[config.mk]
export PLATFORM = sky130hd
export DESIGN_NAME = ccal_clock
export DESIGN_NICKNAME = d
export VERILOG_FILES = /design/src/rtl/ccal_pkg.sv /design/src/rtl/ccal_counter.sv /design/src/rtl/ccal_unique.sv /design/src/rtl/ccal_alarm.sv /design/src/rtl/ccal_clock.sv
export SDC_FILE = /design/constraint.sdc
export NUM_CORES = 1
export LEC_CHECK = 0
export BUFFER_PORTS_ARGS = -buffer_cell sky130_fd_sc_hd__buf_4
export CAP_MARGIN = 20
export CORE_ASPECT_RATIO = 0.6
export CORE_UTILIZATION = 64
export CTS_BUF_LIST = sky130_fd_sc_hd__clkbuf_8
export DETAILED_ROUTE_END_ITERATION = 12
export HOLD_SLACK_MARGIN = 0.02
export MAX_ROUTING_LAYER = met4
export PLACE_DENSITY = 0.95
export SYNTH_ARGS = -nofsm -noshare
export SYNTH_HDL_FRONTEND = slang
export SYNTH_SLANG_ARGS = --single-unit
[constraint.sdc]
create_clock -name clk -period 6 [get_ports clk]
set_input_delay 1.2 -clock clk [delete_from_list [all_inputs] [get_ports clk]]
set_output_delay 1.2 -clock clk [all_outputs]
set_load 0.01 [all_outputs]
[src/rtl/ccal_pkg.sv]
package ccal_pkg;
    localparam int ADDR_W = 3;

    localparam logic [ADDR_W-1:0] A_RD_LO   = 3'd0;
    localparam logic [ADDR_W-1:0] A_RD_HI   = 3'd1;
    localparam logic [ADDR_W-1:0] A_TSTAGE  = 3'd2;
    localparam logic [ADDR_W-1:0] A_TLOAD   = 3'd3;
    localparam logic [ADDR_W-1:0] A_ASTAGE  = 3'd4;
    localparam logic [ADDR_W-1:0] A_ACOMMIT = 3'd5;
    localparam logic [ADDR_W-1:0] A_ACK     = 3'd6;

    typedef enum logic [1:0] {
        AL_IDLE    = 2'd0,
        AL_ARMED   = 2'd1,
        AL_RINGING = 2'd2
    } alarm_state_e;
endpackage

[src/rtl/ccal_counter.sv]
module ccal_counter #(
    parameter int TIME_W = 52
) (
    input  logic              clk,
    input  logic              rst_n,
    input  logic              tick,
    input  logic              load,
    input  logic [TIME_W-1:0] load_val,
    output logic [TIME_W-1:0] now
);
    always_ff @(posedge clk) begin
        if (!rst_n) begin
            now <= '0;
        end else if (load) begin
            now <= load_val;
        end else if (tick) begin
            now <= now + TIME_W'(1);
        end
    end

    // a tick adds exactly one, wrapping at the width
    a_r2_tick_increments: assert property (@(posedge clk) disable iff (!rst_n)
        tick && !load |=> now == $past(now) + TIME_W'(1));

    // a load wins over a tick
    a_r6_load_takes: assert property (@(posedge clk) disable iff (!rst_n)
        load |=> now == $past(load_val));
endmodule

[src/rtl/ccal_unique.sv]
module ccal_unique #(
    parameter int TIME_W = 52,
    parameter int BUS_W  = 36
) (
    input  logic                    clk,
    input  logic                    rst_n,
    input  logic [TIME_W-1:0]       now,
    input  logic                    rd_lo,
    input  logic                    clear,
    output logic [TIME_W-1:0]       rd_val,
    output logic [TIME_W-BUS_W-1:0] hi_held
);
    localparam int HI_W = TIME_W - BUS_W;

    logic [TIME_W-1:0] ret_last;
    logic              have_ret;
    logic [TIME_W-1:0] gap;
    logic              behind;

    always_comb begin
        gap    = now - ret_last;
        behind = have_ret && ((gap == '0) || gap[TIME_W-1]);
        rd_val = behind ? ret_last + TIME_W'(1) : now;
    end

    always_ff @(posedge clk) begin
        if (!rst_n) begin
            ret_last <= '0;
            have_ret <= 1'b0;
            hi_held  <= '0;
        end else if (clear) begin
            have_ret <= 1'b0;
        end else if (rd_lo) begin
            ret_last <= rd_val;
            have_ret <= 1'b1;
            hi_held  <= rd_val[TIME_W-1 -: HI_W];
        end
    end

    // consecutive readings never repeat
    a_r3_reading_moves: assert property (@(posedge clk) disable iff (!rst_n)
        rd_lo && !clear && have_ret |=> ret_last != $past(ret_last));

    // captured high word only changes on a low-word read
    a_r5_hi_stable: assert property (@(posedge clk) disable iff (!rst_n)
        !rd_lo |=> $stable(hi_held));
endmodule

[src/rtl/ccal_alarm.sv]
module ccal_alarm
    import ccal_pkg::*;
#(
    parameter int TIME_W = 52
) (
    input  logic              clk,
    input  logic              rst_n,
    input  logic [TIME_W-1:0] now,
    input  logic              arm,
    input  logic [TIME_W-1:0] arm_val,
    input  logic              ack,
    output logic              irq
);
    alarm_state_e      state_q, state_d;
    logic [TIME_W-1:0] point;
    logic              reached;

    assign reached = (now >= point);

    always_comb begin
        state_d = state_q;
        unique case (state_q)
            AL_IDLE:    if (arm) state_d = AL_ARMED;
            AL_ARMED:   if (arm) state_d = AL_ARMED;
                        else if (reached) state_d = AL_RINGING;
            AL_RINGING: if (arm) state_d = AL_ARMED;
                        else if (ack) state_d = AL_IDLE;
            default:    state_d = AL_IDLE;
        endcase
    end

    always_ff @(posedge clk) begin
        if (!rst_n) begin
            state_q <= AL_IDLE;
            point   <= '0;
        end else begin
            state_q <= state_d;
            if (arm) point <= arm_val;
        end
    end

    always_ff @(posedge clk) begin
        if (!rst_n) irq <= 1'b0;
        else        irq <= (state_d == AL_RINGING);
    end

    // acknowledge drops the interrupt
    a_r9_ack_drops: assert property (@(posedge clk) disable iff (!rst_n)
        ack && irq |=> !irq);

    // a new alarm point drops the interrupt
    a_r10_rearm_drops: assert property (@(posedge clk) disable iff (!rst_n)
        arm |=> !irq);

    // interrupt only rises after the count has reached the point
    a_r8_rise_reached: assert property (@(posedge clk) disable iff (!rst_n)
        $rose(irq) |-> $past(reached));
endmodule

[src/rtl/ccal_clock.sv]
module ccal_clock
    import ccal_pkg::*;
#(
    parameter int TIME_W = 52,
    parameter int BUS_W  = 36
) (
    input  logic              clk,
    input  logic              rst_n,
    input  logic              us_tick,
    input  logic              bus_sel,
    input  logic              bus_we,
    input  logic [ADDR_W-1:0] bus_addr,
    input  logic [BUS_W-1:0]  bus_wdata,
    output logic [BUS_W-1:0]  bus_rdata,
    output logic              bus_rvalid,
    output logic              alarm_irq
);
    localparam int HI_W = TIME_W - BUS_W;

    logic              rd, wr, rd_lo, t_load, a_commit, a_ack;
    logic [BUS_W-1:0]  t_stage, a_stage;
    logic [TIME_W-1:0] now, rd_val, t_new, a_new;
    logic [HI_W-1:0]   hi_held;
    logic [BUS_W-1:0]  rd_mux;

    always_comb begin
        rd       = bus_sel && !bus_we;
        wr       = bus_sel && bus_we;
        rd_lo    = rd && (bus_addr == A_RD_LO);
        t_load   = wr && (bus_addr == A_TLOAD);
        a_commit = wr && (bus_addr == A_ACOMMIT);
        a_ack    = wr && (bus_addr == A_ACK);
        t_new    = {bus_wdata[HI_W-1:0], t_stage};
        a_new    = {bus_wdata[HI_W-1:0], a_stage};
    end

    always_ff @(posedge clk) begin
        if (!rst_n) begin
            t_stage <= '0;
            a_stage <= '0;
        end else if (wr) begin
            if (bus_addr == A_TSTAGE) t_stage <= bus_wdata;
            if (bus_addr == A_ASTAGE) a_stage <= bus_wdata;
        end
    end

    ccal_counter #(.TIME_W(TIME_W)) u_count (
        .clk(clk), .rst_n(rst_n), .tick(us_tick), .load(t_load),
        .load_val(t_new), .now(now)
    );

    ccal_unique #(.TIME_W(TIME_W), .BUS_W(BUS_W)) u_uniq (
        .clk(clk), .rst_n(rst_n), .now(now), .rd_lo(rd_lo), .clear(t_load),
        .rd_val(rd_val), .hi_held(hi_held)
    );

    ccal_alarm #(.TIME_W(TIME_W)) u_alarm (
        .clk(clk), .rst_n(rst_n), .now(now), .arm(a_commit),
        .arm_val(a_new), .ack(a_ack), .irq(alarm_irq)
    );

    always_comb begin
        rd_mux = '0;
        if (bus_addr == A_RD_LO)      rd_mux = rd_val[BUS_W-1:0];
        else if (bus_addr == A_RD_HI) rd_mux = {{(BUS_W-HI_W){1'b0}}, hi_held};
    end

    always_ff @(posedge clk) begin
        if (!rst_n) begin
            bus_rvalid <= 1'b0;
            bus_rdata  <= '0;
        end else begin
            bus_rvalid <= rd;
            bus_rdata  <= rd ? rd_mux : '0;
        end
    end

    // every read is answered next cycle, writes never are
    a_r11_read_answered: assert property (@(posedge clk) disable iff (!rst_n)
        rd |=> bus_rvalid);
    a_r11_write_silent: assert property (@(posedge clk) disable iff (!rst_n)
        wr |=> !bus_rvalid);
endmodule

==> flow_metrics.tcl <==
set metrics [dict create \
    status "complete, no violations" \
    hold_depth 2 \
    syn_nets 2475 \
    ys_types 78 \
    synth_seq_cells 269 \
    layout-drive-gt1-share 0.0925 \
    cp.depth 14 \
    io_buffers 81 \
    post_cts_resize_count 0 \
    grt_max_degree 94 \
    p_sw_frac 0.302 \
    holdPathEnd "u_alarm.point[14]" \
    final.setup.tns_ns 0 \
    vias 18800 \
    grt_pass1_wl_um 92800 \
    cp_top_family "compound AO/OA/AOI/OAI gates" \
    gp_congestion 1.11 \
    synth.top_cell.area_share 0.314 \
    num_rows 45 \
    cts_tree "built" \
    syn_inst 2325 \
    antenna_found_initial 1 \
    yosysTopAreaCell "dfxtp_1" \
    ant_nets 0 \
    clock_sinks 269 \
    fin_worst_skew_ns 0.0281 \
    vias_per_cell 6.89 \
    post_cts_buffers 0 \
    worstRegToRegCells 14 \
    max_stage_delay_ns 0.65 \
    pwr-share-clk 0.390 \
    cp-end-kind "flop" \
    h-tree-depth 2 \
    seqPwrFrac 0.440 \
    rr_startpoint "u_uniq.ret_last[15]" \
    finalCritPeriodShare 0.950 \
    wl_per_cell_um 22.4 \
    tightest_slew_ns 1.04 \
    synth_seq_area_share 0.314 \
    die-area_um2 27500 \
    fmax_mhz 175 \
    post_synth.cell_area_avg_um2 7.38 \
    internal-power_uw 2900 \
    path_class "flop to flop" \
    fp.dieH_um 129 \
    reg2reg_to "u_uniq.ret_last[18]" \
    ys_warn_count 0 \
    p_per_area_nw_per_um2 220 \
    regToRegSetupSlack_ns 0.30 \
    drc_errors 0 \
    fin_crit_ns 5.70 \
    die_w_um 213 \
    worst_slew_margin_rel 0.310 \
    grt_overflow 0 \
    hold_path_class "flop to flop" \
    setup_violations 0 \
    ir_drop_mv 0.176 \
    p_leak_uw 0.00722 \
    cts_made_buffers 40 \
    holdBufCountCts 0 \
    dp_slack_ns 0.650 \
    clk_pin_slew_worst_paths_ns 0.07 \
    dp_hpwl_um 43300 \
    cts_buffer_depth 3 \
    drv_cap 0 \
    switchingPower_uw 1250 \
    layout.nets 2491 \
    min_from "a_stage[14]" \
    track_usage 0.447 \
    start_kind "flop" \
    drt_iter0_drc 3158 \
    cp.arrival_ns 6.20 \
    synth_edf_count 0 \
    comb_power_share 0.170 \
    ys.flop_type "dfxtp_1" \
    pin_count 82 \
    path_buf_inv 1 \
    rsz0062_at_grt "no" \
    cts_root_buf "clkbuf_8" \
    cp-startpoint "u_uniq.ret_last[15]" \
    core_um2 25800 \
    finalHoldViolations 0 \
    first_pass_iters 6 \
    cpMaxStageDelayCell "or4_1" \
    critPathRequiredTime_ns 6.49 \
    clk_latency_ns 0.59 \
    start_util 0.665 \
    grt_pass1_vias 17000 \
    syn2layout_area_growth_pct 10.1 \
    synthArstFlopShare 0 \
    path_max_fanout 22 \
    crit_chain "inv_1 -> ha_1 -> a21oi_1 -> o21ai_0 -> a211oi_1 -> nand2_1 -> a21oi_1 -> mux2_2 -> nor4_1 -> nand4_1 -> or4_4 -> o21a_1 -> or4_1 -> a31oi_1" \
    syn_area_um2 17200 \
    wl_um 61100 \
    ys_top_cells_by_area "dfxtp_1, nand2_1, ha_1, a21oi_1, nor2_1" \
    cp_common_cell "a21oi_1" \
    fill_cells 1872 \
    timing.final.ws_setup_ns 0.298 \
    drv_slew 0 \
]
cell families (layout without fill, tap and decap cells):
family / Yosys count / in the layout / synth area share
mux: 9 / 9 / 0.00554
simple gates: 958 / 958 / 0.258
flops: 269 / 269 / 0.314
compound gates: 597 / 597 / 0.227
buf+inv: 278 / 321 / 0.0629
fa+ha+maj: 106 / 106 / 0.0778
other cells: 0 / 1 / 0
xor+xnor: 108 / 108 / 0.0552
worst reg2reg max path: cells and delay by family, from the launching register on:
family	cells	cell delay (ns)
mux	1	0.41
buf+inv	1	0.11
simple gates	5	1.99
fa+ha+maj	1	0.44
flops	1	0.48
compound gates	6	2.19
layer usage:
metal  vias to the layer above  track usage  part of all wire
met4                         0        0.200             0.049
li1                       8299            -                 -
met1                      8671        0.594              0.40
met2                      1482        0.616              0.41
met3                       299        0.135              0.15
met5                         -            -                 0
power by group through the flow:
stage	combinational [uW]	clock, uW	sequential [uW]
finish	706	1620	1830
global route	741	1680	1830
floorplan	455	0	1860
detailed placement	659	0	1870
global placement	656	0	1870
CTS	666	1600	1830
cell type report:
type                            count  area [um^2]  area share
Antenna cell                        1         2.50    0.000133
Tap cell                          352          440      0.0233
Clock buffer                       49          674      0.0357
Sequential cell                   269         5390       0.285
Clock inverter                     20          160     0.00848
Multi-Input combinational cell   1778        10700       0.568
Inverter                          122          463      0.0245
Timing Repair Buffer              130         1040      0.0549
placed cells by master (no fill, tap or decap), types with 7 or more instances in the layout:
master,n
a211oi_1,73
a21o_1,35
a21oi_1,213
a2bb2oi_1,9
a311oi_1,9
a31oi_1,24
and3_1,23
and4_1,24
buf_4,125
clkbuf_8,49
dfxtp_1,269
ha_1,105
inv_1,129
nand2_1,427
nand2b_1,16
nand3_1,95
nand4_1,56
nor2_1,173
nor2b_1,14
nor3_1,43
nor4_1,35
o211ai_1,19
o21a_1,16
o21ai_0,82
o221ai_1,30
o311ai_0,13
o31ai_1,7
or2_2,7
or3_1,7
or4_1,15
xnor2_1,63
xor2_1,45
cell usage after synthesis, types with 56 or more instances:
| library cell | instances |
|---|---|
| ha_1 | 105 |
| clkbuf_1 | 129 |
| nand4_1 | 56 |
| nand3_1 | 95 |
| dfxtp_1 | 269 |
| nor2_1 | 174 |
| a21oi_1 | 213 |
| inv_1 | 121 |
| xnor2_1 | 63 |
| a211oi_1 | 73 |
| o21ai_0 | 82 |
| nand2_1 | 427 |
metrics by stage:
stage               total power, uW  hold slack [ns]   util  instance area (um^2)  std cells
floorplan                      2320            0.432      -                 17200       2325
global placement               2520            0.437  0.697                 18000       2648
detailed placement             2520            0.444  0.698                 18000       2649
CTS                            4090            0.454  0.731                 18800       2718
global route                   4250            0.471  0.732                 18900       2721
finish                         4150            0.442  0.732                 18900       2721
sequential cells by signal, indices dropped and copies added (netlist names):
| signal | flops |
|---|---|
| u_alarm.point | 52 |
| u_alarm.irq | 1 |
| u_alarm.state_q | 2 |
| bus_rvalid | 1 |
| u_uniq.ret_last | 52 |
| u_count.now | 52 |
| u_uniq.have_ret | 1 |
| a_stage | 36 |
| t_stage | 36 |
| bus_rdata | 36 |
worst max path at each step:
stage,to,slack (ns)
floorplan,u_uniq.ret_last[36],1.68
CTS,u_uniq.ret_last[18],0.60
global route,u_uniq.ret_last[16],0.11
global placement,bus_rdata[5],0.64
finish,u_uniq.ret_last[18],0.30
detailed placement,u_uniq.ret_last[18],0.65
(Power assumes the default switching activity.)
